[config.mk]
export PLATFORM = sky130hd
export DESIGN_NAME = resync_rx
export DESIGN_NICKNAME = d
export VERILOG_FILES = /design/src/rtl/resync_rx_pkg.sv /design/src/rtl/rx_filter.sv /design/src/rtl/rx_datapath.sv /design/src/rtl/rx_control.sv /design/src/rtl/resync_rx.sv
export SDC_FILE = /design/constraint.sdc
export NUM_CORES = 1
export LEC_CHECK = 0
export ABC_AREA = 1
export BUFFER_PORTS_ARGS = -buffer_cell sky130_fd_sc_hd__buf_2
export CAP_MARGIN = 20
export CORE_AREA = 2 2 78 80
export CTS_BUF_LIST = sky130_fd_sc_hd__clkbuf_8
export DETAILED_ROUTE_END_ITERATION = 7
export DIE_AREA = 0 0 80 82
export PLACE_DENSITY = 0.86
export SETUP_SLACK_MARGIN = 0.3
export SLEW_MARGIN = 20
export SYNTH_ARGS = -nofsm -noshare
export SYNTH_HDL_FRONTEND = slang
export SYNTH_SLANG_ARGS = --single-unit
[constraint.sdc]
create_clock -name clk -period 5.8 [get_ports clk]
set_input_delay 0.29 -clock clk [delete_from_list [all_inputs] [get_ports clk]]
set_output_delay 0.29 -clock clk [all_outputs]
set_load 0.005 [all_outputs]
[src/rtl/resync_rx_pkg.sv]
package resync_rx_pkg;

  typedef enum logic {
    ST_IDLE  = 1'b0,
    ST_FRAME = 1'b1
  } rxState_e;

  // strobes from control to datapath, valid for one block-clock cycle
  typedef struct packed {
    logic shiftIn;   // capture filtered line as next data bit
    logic emitByte;  // stop bit high: publish byte
    logic emitErr;   // stop bit low: raise framing error
  } rxStrobe_t;

endpackage

[src/rtl/rx_filter.sv]
module rx_filter #(
  parameter int PRE_W    = 8,
  parameter int FILT_LEN = 16
) (
  input  logic             clk,
  input  logic             rstN,
  input  logic             sampleEn,
  input  logic [PRE_W-1:0] prescale,
  input  logic             rawLine,
  output logic             filtLine
);
  localparam int RUN_W = (FILT_LEN > 1) ? $clog2(FILT_LEN) : 1;
  localparam logic [RUN_W-1:0] RUN_LAST = RUN_W'(FILT_LEN - 1);
  localparam logic [PRE_W-1:0] PRE_ONE  = PRE_W'(1);

  logic [PRE_W-1:0] preCnt;
  logic [PRE_W-1:0] preLast;
  logic [RUN_W-1:0] runCnt;
  logic             filtTick;

  always_comb begin
    preLast  = (prescale == '0) ? '0 : (prescale - PRE_ONE);
    filtTick = sampleEn && (preCnt >= preLast);
  end

  always_ff @(posedge clk) begin
    if (!rstN) begin
      preCnt <= '0;
    end else if (sampleEn) begin
      preCnt <= (preCnt >= preLast) ? '0 : (preCnt + PRE_ONE);
    end
  end

  always_ff @(posedge clk) begin
    if (!rstN) begin
      filtLine <= 1'b1;
      runCnt   <= '0;
    end else if (filtTick) begin
      if (rawLine == filtLine) begin
        runCnt <= '0;
      end else if (runCnt == RUN_LAST) begin
        filtLine <= rawLine;
        runCnt   <= '0;
      end else begin
        runCnt <= runCnt + RUN_W'(1);
      end
    end
  end
endmodule

[src/rtl/rx_datapath.sv]
module rx_datapath import resync_rx_pkg::*; #(
  parameter int PRE_W      = 8,
  parameter int DATA_W     = 8,
  parameter int FILT_LEN   = 16,
  parameter int SYNC_DEPTH = 2
) (
  input  logic              clk,
  input  logic              rstN,
  input  logic              rxIn,
  input  logic [PRE_W-1:0]  prescale,
  input  rxStrobe_t         strobe,
  output logic              sampleEn,
  output logic              syncLine,
  output logic              filtLine,
  output logic              fallEdge,
  output logic [DATA_W-1:0] dataOut,
  output logic              dataValid,
  output logic              frameErr
);
  logic [SYNC_DEPTH-1:0] syncQ;
  logic                  sampleDiv;
  logic                  filtPrev;
  logic [DATA_W-1:0]     shiftReg;

  // synchronizer, resets to the idle level
  always_ff @(posedge clk) begin
    if (!rstN) syncQ <= '1;
    else       syncQ <= {syncQ[SYNC_DEPTH-2:0], rxIn};
  end
  assign syncLine = syncQ[SYNC_DEPTH-1];

  // half-rate sample tick
  always_ff @(posedge clk) begin
    if (!rstN) sampleDiv <= 1'b0;
    else       sampleDiv <= ~sampleDiv;
  end
  assign sampleEn = sampleDiv;

  rx_filter #(.PRE_W(PRE_W), .FILT_LEN(FILT_LEN)) uFilter (
    .clk      (clk),
    .rstN     (rstN),
    .sampleEn (sampleEn),
    .prescale (prescale),
    .rawLine  (syncLine),
    .filtLine (filtLine)
  );

  always_ff @(posedge clk) begin
    if (!rstN)         filtPrev <= 1'b1;
    else if (sampleEn) filtPrev <= filtLine;
  end
  assign fallEdge = sampleEn && filtPrev && !filtLine;

  always_ff @(posedge clk) begin
    if (!rstN) begin
      shiftReg  <= '0;
      dataOut   <= '0;
      dataValid <= 1'b0;
      frameErr  <= 1'b0;
    end else begin
      if (strobe.shiftIn) shiftReg <= {filtLine, shiftReg[DATA_W-1:1]};
      if (strobe.emitByte) dataOut <= shiftReg;
      dataValid <= strobe.emitByte;
      frameErr  <= strobe.emitErr;
    end
  end
endmodule

[src/rtl/rx_control.sv]
module rx_control import resync_rx_pkg::*; #(
  parameter int CNT_W    = 16,
  parameter int DATA_W   = 8,
  parameter int MIN_TIME = 4
) (
  input  logic             clk,
  input  logic             rstN,
  input  logic             sampleEn,
  input  logic             fallEdge,
  input  logic             filtLine,
  input  logic [CNT_W-1:0] bitTime,
  output rxStrobe_t        strobe
);
  localparam int LAST_IDX = DATA_W + 1;
  localparam int IDX_W    = $clog2(LAST_IDX + 1);
  localparam logic [CNT_W-1:0] TIME_FLOOR = CNT_W'(MIN_TIME);
  localparam logic [CNT_W-1:0] CNT_ONE    = CNT_W'(1);
  localparam logic [IDX_W-1:0] IDX_LAST   = IDX_W'(LAST_IDX);

  rxState_e         state;
  logic [CNT_W-1:0] cnt;
  logic [IDX_W-1:0] bitIdx;
  logic [CNT_W-1:0] effTime;
  logic [CNT_W-1:0] halfTime;
  logic             samplePt;
  logic             isStart;
  logic             isStop;

  always_comb begin
    effTime  = (bitTime < TIME_FLOOR) ? TIME_FLOOR : bitTime;
    halfTime = effTime >> 1;
    samplePt = sampleEn && (state == ST_FRAME) && !fallEdge && (cnt == CNT_ONE);
    isStart  = (bitIdx == '0);
    isStop   = (bitIdx == IDX_LAST);
    strobe.shiftIn  = samplePt && !isStart && !isStop;
    strobe.emitByte = samplePt && isStop && filtLine;
    strobe.emitErr  = samplePt && isStop && !filtLine;
  end

  always_ff @(posedge clk) begin
    if (!rstN) begin
      state  <= ST_IDLE;
      cnt    <= '0;
      bitIdx <= '0;
    end else if (sampleEn) begin
      if (fallEdge) begin
        cnt <= halfTime;                 // realign on every falling edge
        if (state == ST_IDLE) begin
          state  <= ST_FRAME;
          bitIdx <= '0;
        end
      end else if (state == ST_FRAME) begin
        if (cnt == CNT_ONE) begin
          cnt <= effTime;
          if ((isStart && filtLine) || isStop) state <= ST_IDLE;
          else bitIdx <= bitIdx + IDX_W'(1);
        end else begin
          cnt <= cnt - CNT_ONE;
        end
      end
    end
  end
endmodule

[src/rtl/resync_rx.sv]
module resync_rx import resync_rx_pkg::*; #(
  parameter int CNT_W    = 16,
  parameter int PRE_W    = 8,
  parameter int DATA_W   = 8,
  parameter int FILT_LEN = 16
) (
  input  logic              clk,
  input  logic              rstN,
  input  logic              rxIn,
  input  logic [CNT_W-1:0]  bitTime,
  input  logic [PRE_W-1:0]  prescale,
  output logic [DATA_W-1:0] dataOut,
  output logic              dataValid,
  output logic              frameErr
);
  logic      sampleEn;
  logic      syncLine;
  logic      filtLine;
  logic      fallEdge;
  rxStrobe_t strobe;

  rx_datapath #(.PRE_W(PRE_W), .DATA_W(DATA_W), .FILT_LEN(FILT_LEN), .SYNC_DEPTH(2)) uPath (
    .clk       (clk),
    .rstN      (rstN),
    .rxIn      (rxIn),
    .prescale  (prescale),
    .strobe    (strobe),
    .sampleEn  (sampleEn),
    .syncLine  (syncLine),
    .filtLine  (filtLine),
    .fallEdge  (fallEdge),
    .dataOut   (dataOut),
    .dataValid (dataValid),
    .frameErr  (frameErr)
  );

  rx_control #(.CNT_W(CNT_W), .DATA_W(DATA_W), .MIN_TIME(4)) uCtrl (
    .clk      (clk),
    .rstN     (rstN),
    .sampleEn (sampleEn),
    .fallEdge (fallEdge),
    .filtLine (filtLine),
    .bitTime  (bitTime),
    .strobe   (strobe)
  );
endmodule

==> results of run 1 <==
-- report_power, final --
| part | internal, mW | leakage [nW] | total (mW) | switching, mW |
|---|---|---|---|---|
| clock network | 0.0846 | 0.0455 | 0.218 | 0.133 |
| logic | 0.0182 | 1.47 | 0.0465 | 0.0284 |
| registers | 0.387 | 0.452 | 0.390 | 0.00338 |
-- registers in the layout, indices dropped and copies added (netlist names), 2 cells and up --
name / cells
uCtrl.bitIdx: 4
uCtrl.cnt: 16
uPath.dataOut: 8
uPath.shiftReg: 8
uPath.syncQ: 2
uPath.uFilter.preCnt: 8
uPath.uFilter.runCnt: 4
-- Yosys cell counts (2+ instances only) --
cell type  instances
o21ai_0           14
nand3_2            4
a21oi_1           44
nand2_1          137
xnor2_1            3
nor2_2            10
inv_2              4
o21ai_1           10
nor2_8             3
ha_1              17
a22oi_1            3
dfxtp_1           56
o211ai_1           3
xor2_1             9
nand3_4            3
nor2_4             4
nor3_2             2
buf_2              3
nand3_1           40
nor4_1             2
clkbuf_1           8
nand3b_1           3
nor3b_1            2
nand2_4            2
nor3_1             3
or2_2              6
nand4_1           16
nor2_1            69
inv_1             56
-- cell type report --
class	instances	area [sq um]	share of cell area, %
Tap cell	75	93.8	2.37
Sequential cell	56	1120	28.3
Inverter	60	225	5.69
Timing Repair Buffer	36	180	4.55
Multi-Input combinational cell	416	2250	56.8
Clock buffer	5	68.8	1.74
Clock inverter	3	20.0	0.506
-- how the worst max path moves through the flow --
stage | startpoint | end | slack, ps | depth (start not counted)
6_report | uPath.sampleEn | uCtrl.cnt[15] | 2790 | 9
5_1_grt | uPath.sampleEn | uCtrl.cnt[15] | 2540 | 9
4_1_cts | uPath.sampleEn | uCtrl.cnt[15] | 2900 | 9
3_5_place_dp | uPath.sampleEn | uCtrl.cnt[15] | 2930 | 9
3_3_place_gp | uPath.sampleEn | uCtrl.cnt[15] | 3040 | 9
2_1_floorplan | prescale[0] | uPath.uFilter.preCnt[4] | 3600 | 17
-- stage by stage --
step,util [%],power [mW],cells,hold slack [ps],setup WS [ps]
floorplan,-,0.426,545,393,3600
global placement,67.3,0.443,643,405,3040
detailed placement,67.3,0.445,643,405,2930
CTS,68.9,0.659,651,152,2900
global route,68.9,0.674,651,168,2540
finish,68.9,0.655,651,157,2790
-- cell usage in the layout, fill, tap and decap left out, types with 2 or more instances in the layout --
cell type	Yosys	routed
xor2_1	9	9
dfxtp_1	56	56
inv_2	4	4
nor3_2	2	2
nor2_1	69	69
clkbuf_8	0	5
nor4_1	2	2
a21oi_1	44	44
nand3_1	40	40
nor2_2	10	10
nor3_1	3	3
nor2_8	3	3
nor2_4	4	4
nand2_4	2	2
nand3_4	3	3
xnor2_1	3	3
nand2_1	137	137
nand3_2	4	4
nor3b_1	2	2
a22oi_1	3	3
or2_2	6	6
o21ai_0	14	14
o211ai_1	3	3
ha_1	17	17
o21ai_1	10	10
nand3b_1	3	3
buf_2	3	36
inv_1	56	57
nand4_1	16	16
-- routing by layer --
| metal | up-vias | global-route usage (%) | share of wire [%] |
|---|---|---|---|
| li1 | 1832 | - | - |
| met1 | 1622 | 38.8 | 48 |
| met2 | 143 | 41.7 | 43 |
| met3 | 9 | 3.52 | 7.4 |
| met4 | 0 | 7.97 | 1.1 |
| met5 | - | 0 | 0 |
-- cell families (layout without fill, tap and decap cells) --
group | Yosys count | in the layout | synth area share, %
buffers and inverters | 73 | 104 | 7.90
XOR/XNOR | 12 | 12 | 2.87
multiplexers | 1 | 1 | 0.274
AO/OA/AOI/OAI | 79 | 79 | 11.9
adder cells (fa/ha/maj) | 17 | 17 | 5.82
AND/OR/NAND/NOR | 307 | 307 | 40.6
flip-flops | 56 | 56 | 30.7
==> key figures, run 1 <==
Status
  – Outcome: finished, final reports clean

Global routing
  – Initial antenna violation count: 0
  – GRT overflow: 0
  – Vias in the first global route: about 3200
  – GRT Util Overall: approximately 27%
  – Largest net degree at the start of global routing: 34
  – First-pass GRT wire length: 14100 microns

Timing
  – Setup violators final: 0
  – Final period util: 51.9%
  – Fin Setup TNS: 0 ps
  – Hold violation total from the final report: 0
  – Fin. max-slew vios: 0
  – Max frequency: 0.332 GHz
  – Tmin final: 3010 ps
  – Worst slew margin: 29.1%
  – Slew @ Worst Pin: approximately 1100 ps
  – Worst Skew: 9.86 ps
  – RSZ-0062 raised after global routing: no

Die
  – Row Count: 28
  – Initial Util: 63.7%
  – Boundary Pins: 37
  – Die area: around 6600 sq um
  – Die Y: 82 microns
  – Die X: 80 microns
  – Core Region: 5750 sq um

Hold path
  – Hold Crit Class: in2reg
  – Hold path cells: 2
  – Hold Crit Start: rxIn
  – Hold EP: uPath.syncQ[0]

Synthesis
  – #FFs+latches synth: between 50 and 60
  – Cell Area, Synth: approximately 3700 sq um
  – Share of the synthesized area in the top cell type: 30.7%
  – Area leader, netlist: dfxtp_1
  – Post-synthesis sequential area ratio: a little under a third
  – Post-synth EDFFs: 0
  – Top cells by area, synth: dfxtp_1 31%, nand2_1 14%, nor2_1 7.1%, a21oi_1 6.0%, ha_1 5.8%
  – Post-synth net total: 589
  – Distinct cells, synth: 38
  – Synth Flop Type: dfxtp_1
  – Synth Instances: 545
  – Ys async rst share: 0%
  – Synth warnings: 0
  – Syn avg cell area: between 6 and 7 sq um

Setup path
  – Critical Path Source Type: register
  – Critical Path RT: around 6000 ps
  – Crit path max fanout: 32
  – Logic depth of the worst register-to-register path: 9
  – Crit-path leading delay family: simple AND/OR/NAND/NOR gates
  – Critical path's slowest cell: dfxtp_1
  – Delay of the slowest critical-path stage: 630 ps
  – Reg2reg end: uCtrl.cnt[15]
  – Buf/Inv on CP: 2
  – CP Cell Sequence: nand3_2 -> ha_1 -> nor2_2 -> inv_1 -> nor2_2 -> o21ai_0 -> inv_1 -> o21ai_1 -> a21oi_1
  – FF-to-FF Start: uPath.sampleEn
  – Arr. time, crit path: 3250 ps
  – R2R Setup Slk: around 2800 ps
  – CP endpoint kind: register
  – Setup Crit Path Kind: reg2reg

Power
  – VDD IR-drop max: 0.000163 V
  – Leakage: 1.97 nW
  – Pwr/cell area: about 170 nW/um^2

Drt
  – DRT iter0 DRCs: around 360
  – Vias/cell: between 5 and 6
  – Wire per inst: 12.7 microns
  – # DRC: 0
  – Post-Route WL: 8290 microns
  – Vias: 3606
  – Pre-antenna DRT Iters: 5
  – Antenna Nets Post-Route: 0

Clock tree
  – Num CTS Buffers: 5
  – CTS resizes: 0
  – CTS clk-pin slew, worst paths: approximately 110 ps
  – Clock Path Buffers: 2
  – # Post-CTS Setup Buffers: 0
  – Clock Tree Root: clkbuf_8
  – CTS H-tree depth: 2
  – Hold buffer count at CTS: 0
  – CTS tree: built
  – Clock sinks: 56
  – Later-pin clock latency in the skew report: 320 ps

Final layout
  – Share of layout cells above drive strength 1: 14.8%
  – Fillers: between 500 and 600
  – Final Instance Area: approximately 4000 sq um
  – Nets: 619
  – Diodes inserted: 0
  – Area grow syn2layout: 8.18%

Place
  – HPWL after detailed placement: between 6000 and 7000 microns
  – IO Port Bufs: 36
  – Routability Congestion: about 0.89
  – Area after DPL: a little under 4000 sq um

Run
  – Max cap viols: 0
(Power assumes the default switching activity.)
==> run 2, diff against run 1 <==
- CORE_AREA: 2 2 78 80 -> 2 2 81 83
- DIE_AREA: 0 0 80 82 -> 0 0 83 85
- PLACE_DENSITY: 0.86 -> 0.8
- clock period: 5.8 -> 2.9 ns (I/O delays scaled with it)
==> key figures, run 2 (synthesized netlist as in run 1, its figures left out) <==
Setup path
  – Critical path's slowest cell: dfxtp_1
  – Critical Path Source Type: register
  – Crit path max fanout: 17 (-47%)
  – Crit path top cell by count: a21oi_1
  – CP Cell Sequence: inv_2 -> nand3_2 -> ha_1 -> nor2_2 -> inv_1 -> buf_4 -> a21oi_1 -> nand2_1 -> a21oi_1
  – Critical Path RT: 3150 ps (-2890 ps)
  – Crit-path leading delay family: buffers and inverters
  – Buf/Inv on CP: 3 (+1)
  – Setup Crit Path Kind: reg2reg
  – CP endpoint kind: register
  – Delay of the slowest critical-path stage: 500 ps (-130 ps)
  – Arr. time, crit path: 2550 ps (-700 ps)

Drt
  – # DRC: 0 (unchanged)
  – Vias/cell: 5.39 (-2.6%)
  – Pre-antenna DRT Iters: 5 (unchanged)
  – Wire per inst: 12.7 microns (-0.30%)
  – Post-Route WL: 8340 microns (+0.61%)
  – Antenna Nets Post-Route: 0 (unchanged)
  – Vias: 3544 (-1.7%)
  – DRT iter0 DRCs: 222 (-39%)

Place
  – IO Port Bufs: 36 (unchanged)
  – Routability Congestion: 0.946 (+5.7%)
  – HPWL after detailed placement: 6320 microns (+1.2%)
  – Setup WS pre-CTS: 422 ps (-2510 ps)

Run
  – Max cap viols: 0 (unchanged)

Die
  – Boundary Pins: 37 (unchanged)
  – Core Region: 6200 sq um (+8.0%)
  – Die area: 7060 sq um (+7.5%)
  – Initial Util: 58.9% (-4.7 points)
  – Die X: 83 microns (+3.8%)
  – Die Y: 85 microns (+3.7%)
  – Row Count: 29 (+3.6%)

Timing
  – Tmin final: 2300 ps (-708 ps)
  – Worst slew margin: 54.5% (+25 points)
  – Worst Skew: 16.3 ps (+6.45 ps)
  – Setup violators final: 0 (unchanged)
  – Fin. max-slew vios: 0 (unchanged)
  – Max frequency: 0.435 GHz (+31%)
  – Slew @ Worst Pin: 681 ps (-381 ps)
  – Min setup slack post-route: 599 ps (-2190 ps)
  – Hold violation total from the final report: 0 (unchanged)
  – Fin Setup TNS: 0 ps (unchanged)
  – RSZ-0062 raised after global routing: no
  – Final period util: 79.3% (+27 points)
  – Hold WS: 12.5 ps (-145 ps)

Final layout
  – Area grow syn2layout: 9.68%
  – Max reg flops: 16 (unchanged)
  – FF/Latch Area: 1120 sq um (unchanged)
  – Largest register by flop count: uCtrl.cnt
  – Fillers: 549 (+4.4%)
  – Diodes inserted: 0 (unchanged)
  – Post-layout util: 64.7% (-4.2 points)
  – Most common cell after layout, fill and taps aside: nand2_1
  – Most frequent cells in the layout: 137 x nand2_1, 69 x nor2_1, 57 x inv_1, 56 x dfxtp_1, 44 x a21oi_1
  – Area of the multi-input gates: 2250 sq um (unchanged)
  – Share of layout cells above drive strength 1: 15.3% (+0.59 points)
  – Nets: 623 (+0.65%)

Hold path
  – Hold Crit Class: in2reg

Global routing
  – Largest net degree at the start of global routing: 23 (-32%)
  – First-pass GRT wire length: 14500 microns (+3.2%)
  – GRT overflow: 0 (unchanged)
  – Vias in the first global route: 3288 (+4.4%)
  – Initial antenna violation count: 0 (unchanged)
  – GRT Util Overall: 24.4% (-2.4 points)

Clock tree
  – Clock sinks: 56 (unchanged)
  – Later-pin clock latency in the skew report: 320 ps (about the same)
  – CTS H-tree depth: 2 (unchanged)
  – # Post-CTS Setup Buffers: 0 (unchanged)
  – Num CTS Buffers: 5 (unchanged)
  – Hold buffer count at CTS: 0 (unchanged)
  – CTS resizes: 0 (unchanged)
  – CTS tree: built
  – CTS clk-pin slew, worst paths: 110 ps (about the same)
  – Clock Path Buffers: 2 (unchanged)
  – Clock Tree Root: clkbuf_8

Power
  – Pwr/cell area: 351 nW/um^2 (+110%)
  – Leakage: 2.00 nW (+1.7%)
  – Tot Pwr: 1.41 mW (+110%)
  – VDD IR-drop max: 0.000373 V (+130%)

Status
  – Outcome: finished, final reports clean
==> run 2: cell count changes in the layout (fill, tap and decap cells not counted) <==
cell	change
buf_4	+4
inv_6	+1
clkinvlp_4	-1
bufinv_16	+1
clkinv_4	-1
==> run 2: layer usage <==
layer / routed length (microns) / up-vias / part of all wire [%] / GRT usage, %
li1: - / 1845 / - / -
met1: 4200 / 1573 / 50 / 34.8
met2: 3600 / 115 / 43 / 39.1
met3: 442 / 11 / 5.3 / 3.21
met4: 106 / 0 / 1.3 / 6.86
met5: 0 / - / 0 / 0
==> run 2: final timing paths <==
path,startpoint,cells after the start,to,slack (ps)
worst max-delay path,uPath.uFilter.filtLine,9,uCtrl.cnt[0],600
worst min-delay path,rxIn,2,uPath.syncQ[0],10
worst max register to register,uPath.uFilter.filtLine,9,uCtrl.cnt[0],600
worst min register to register,uPath.syncQ[0],1,uPath.syncQ[1],440
==> run 2: layout make-up <==
cell class | count | area share, %
Sequential cell | 56 | 27.9
Multi-Input combinational cell | 416 | 56.0
Timing Repair Buffer | 40 | 5.24
Inverter | 60 | 5.61
Clock inverter | 3 | 1.06
Clock buffer | 5 | 1.72
Tap cell | 77 | 2.40
==> run 2: report_power, final <==
part | internal, mW | total, mW | leakage (nW) | switching (mW)
Sequential | 0.774 | 0.778 | 0.452 | 0.00362
Clock | 0.258 | 0.530 | 0.0599 | 0.272
Combinational | 0.0382 | 0.0987 | 1.49 | 0.0604
==> run 2: metrics by stage <==
step / instance area [sq um] / std cells
floorplan: 3660 / 545
global placement: 3900 / 649
detailed placement: 3900 / 649
CTS: 4010 / 657
global route: 4010 / 657
finish: 4010 / 657
==> run 3, diff against run 2 <==
- clock period: 2.9 -> 2.24 ns (I/O delays scaled with it)
==> key figures, run 3 (synthesized netlist as in run 1, its figures left out) <==
Status
  – Outcome: finished, final reports clean

Timing
  – Hold WS: 140 ps (+127 ps)
  – Max frequency: 0.558 GHz
  – Hold violation total from the final report: 0 (unchanged)
  – Worst slew margin: 66.0% (+11 points)
  – RSZ-0062 raised after global routing: yes
  – Fin. max-slew vios: 0 (unchanged)
  – Worst Skew: 5.98 ps (-10.3 ps)
  – Final period util: 80.0%
  – Tmin final: 1790 ps
  – Setup violators final: 0 (unchanged)
  – Slew @ Worst Pin: 510 ps (-171 ps)

Power
  – Pwr/cell area: 423 nW/um^2 (+21%)
  – Leakage: 2.05 nW (+2.4%)
  – VDD IR-drop max: 0.000381 V (+2.2%)

Drt
  – Vias: 3624 (+2.3%)
  – # DRC: 0 (unchanged)
  – Wire per inst: 13.0 microns (+2.5%)
  – Antenna Nets Post-Route: 0 (unchanged)
  – DRT iter0 DRCs: 243 (+9.5%)
  – Post-Route WL: 8650 microns (+3.6%)
  – Pre-antenna DRT Iters: 5 (unchanged)
  – Vias/cell: 5.46 (+1.2%)

Die
  – Die Y: 85 microns (unchanged)
  – Initial Util: 58.9% (unchanged)
  – Die X: 83 microns (unchanged)
  – Core Region: 6200 sq um (unchanged)
  – Boundary Pins: 37 (unchanged)
  – Row Count: 29 (unchanged)
  – Die area: 7060 sq um (unchanged)

Setup path
  – Logic depth of the worst register-to-register path: 8 (-1)
  – Worst Setup SP: prescale[0]
  – Crit path max fanout: 6 (-11)
  – R2R Setup Slk: 490 ps (-110 ps)
  – Critical Path RT: 2500 ps (-650 ps)
  – FF-to-FF Start: uCtrl.bitIdx[1]
  – CP endpoint kind: register
  – Arr. time, crit path: 2050 ps (-500 ps)
  – Critical Path Source Type: input port
  – Reg2reg end: uPath.shiftReg[3]
  – Setup Crit Path Kind: in2reg

Global routing
  – GRT overflow: 0 (unchanged)
  – Vias in the first global route: 3223 (-2.0%)
  – First-pass GRT wire length: 14400 microns (-0.72%)
  – Largest net degree at the start of global routing: 23 (unchanged)
  – GRT Util Overall: 24.1% (-0.34 points)
  – Initial antenna violation count: 0 (unchanged)

Final layout
  – Max reg flops: 16 (unchanged)
  – Share of layout cells above drive strength 1: 18.7% (+3.4 points)
  – Area grow syn2layout: 13.1%
  – Largest register by flop count: uCtrl.cnt
  – Fillers: 573 (+4.4%)
  – Nets: 630 (+1.1%)
  – Diodes inserted: 0 (unchanged)
  – Most frequent cells in the layout: 133 x nand2_1, 69 x nor2_1, 56 x dfxtp_1, 51 x inv_1, 44 x a21oi_1
  – Most common cell after layout, fill and taps aside: nand2_1
  – Final cell count without fillers: 664 (+1.1%)

Clock tree
  – CTS tree: built
  – CTS clk-pin slew, worst paths: 110 ps (about the same)
  – Clock sinks: 56 (unchanged)
  – Later-pin clock latency in the skew report: 320 ps (about the same)
  – Clock Path Buffers: 2 (unchanged)
  – Clock Tree Root: clkbuf_8
  – CTS H-tree depth: 2 (unchanged)
  – Num CTS Buffers: 5 (unchanged)

Hold path
  – Hold path cells: 3 (+1)
  – Hold Crit Start: bitTime[6]
  – Hold EP: uCtrl.cnt[5]
  – Hold Crit Class: in2reg

Place
  – Placed Cells: 651 (+0.31%)
  – IO Port Bufs: 36 (unchanged)
  – Routability Congestion: 0.927 (-2.0%)
  – HPWL after detailed placement: 6400 microns (+1.3%)

Run
  – Max cap viols: 0 (unchanged)
## run 3: cell types whose count changed in the layout (fill, tap and decap cells not counted), sizes merged
cell	change
buf	+6
bufinv	-1
clkinvlp	+1
dlygate4sd3	+1
## run 3: timing repair
action | CTS | global route
pin swaps | 0 | 6
hold buffers | 1 | 0
setup buffers | 0 | 4
cloned | 0 | 0
hold endpoints to repair | 1 | 0
endpoints found under the setup margin | 14 | 26
resized for setup | 1 | 18
## run 3: area by class of cell
class | count | area (sq um) | area share (%)
inverters | 60 | 225 | 5.44
clock buffers | 5 | 68.8 | 1.66
repair buffers | 47 | 265 | 6.41
multi-input cells | 416 | 2340 | 56.5
clock inverters | 3 | 25.0 | 0.605
flip-flops and latches | 56 | 1120 | 27.1
well taps | 77 | 96.3 | 2.33
## run 3: metal layers
layer | up-vias | global-route usage, % | wire length, microns
li1 | 1859 | - | -
met1 | 1635 | 32.5 | 3990
met3 | 6 | 3.70 | 499
met5 | - | 0 | 0
met4 | 0 | 5.96 | 73
met2 | 124 | 40.7 | 4080
## run 3: critical path: stages
cell and delay [ps]:
buf_2 100, inv_2 50, ha_4 150, nand2_1 70
inv_2 50, nand2_4 70, nor3_4 50, or2_2 280
ha_1 290, nand2_1 70, nand3_1 70, nand2_1 60
nand2_1 50, nand2_1 80, nand2_2 90, nand2_4 120
nand2_4 80, nor3b_2 180
## run 3: worst max-delay path by stage
stage	endpoint	slack, ps
4_1_cts	uPath.uFilter.preCnt[5]	290
3_3_place_gp	uPath.uFilter.preCnt[5]	90
5_1_grt	uPath.uFilter.preCnt[5]	270
2_1_floorplan	uPath.uFilter.preCnt[4]	300
6_report	uPath.uFilter.preCnt[5]	450
3_5_place_dp	uPath.uFilter.preCnt[5]	-50
## run 3: power by group
part / internal, mW / total, mW / switching (mW)
clock network: 0.229 / 0.600 / 0.371
registers: 1.00 / 1.01 / 0.00542
logic: 0.0567 / 0.143 / 0.0867
total: 1.29 / 1.75 / 0.463
## run 3: stage by stage
step           setup slack (ps)  setup TNS (ps)  util (%)  cell area, sq um  power [mW]
3_5_place_dp              -45.8           -76.1      63.3              3930        1.16
3_3_place_gp               93.5               0      63.3              3930        1.15
5_1_grt                     265               0      66.7              4140        1.81
4_1_cts                     288               0      65.1              4040        1.75
6_report                    447               0      66.7              4140        1.75
2_1_floorplan               305               0         -              3670        1.10
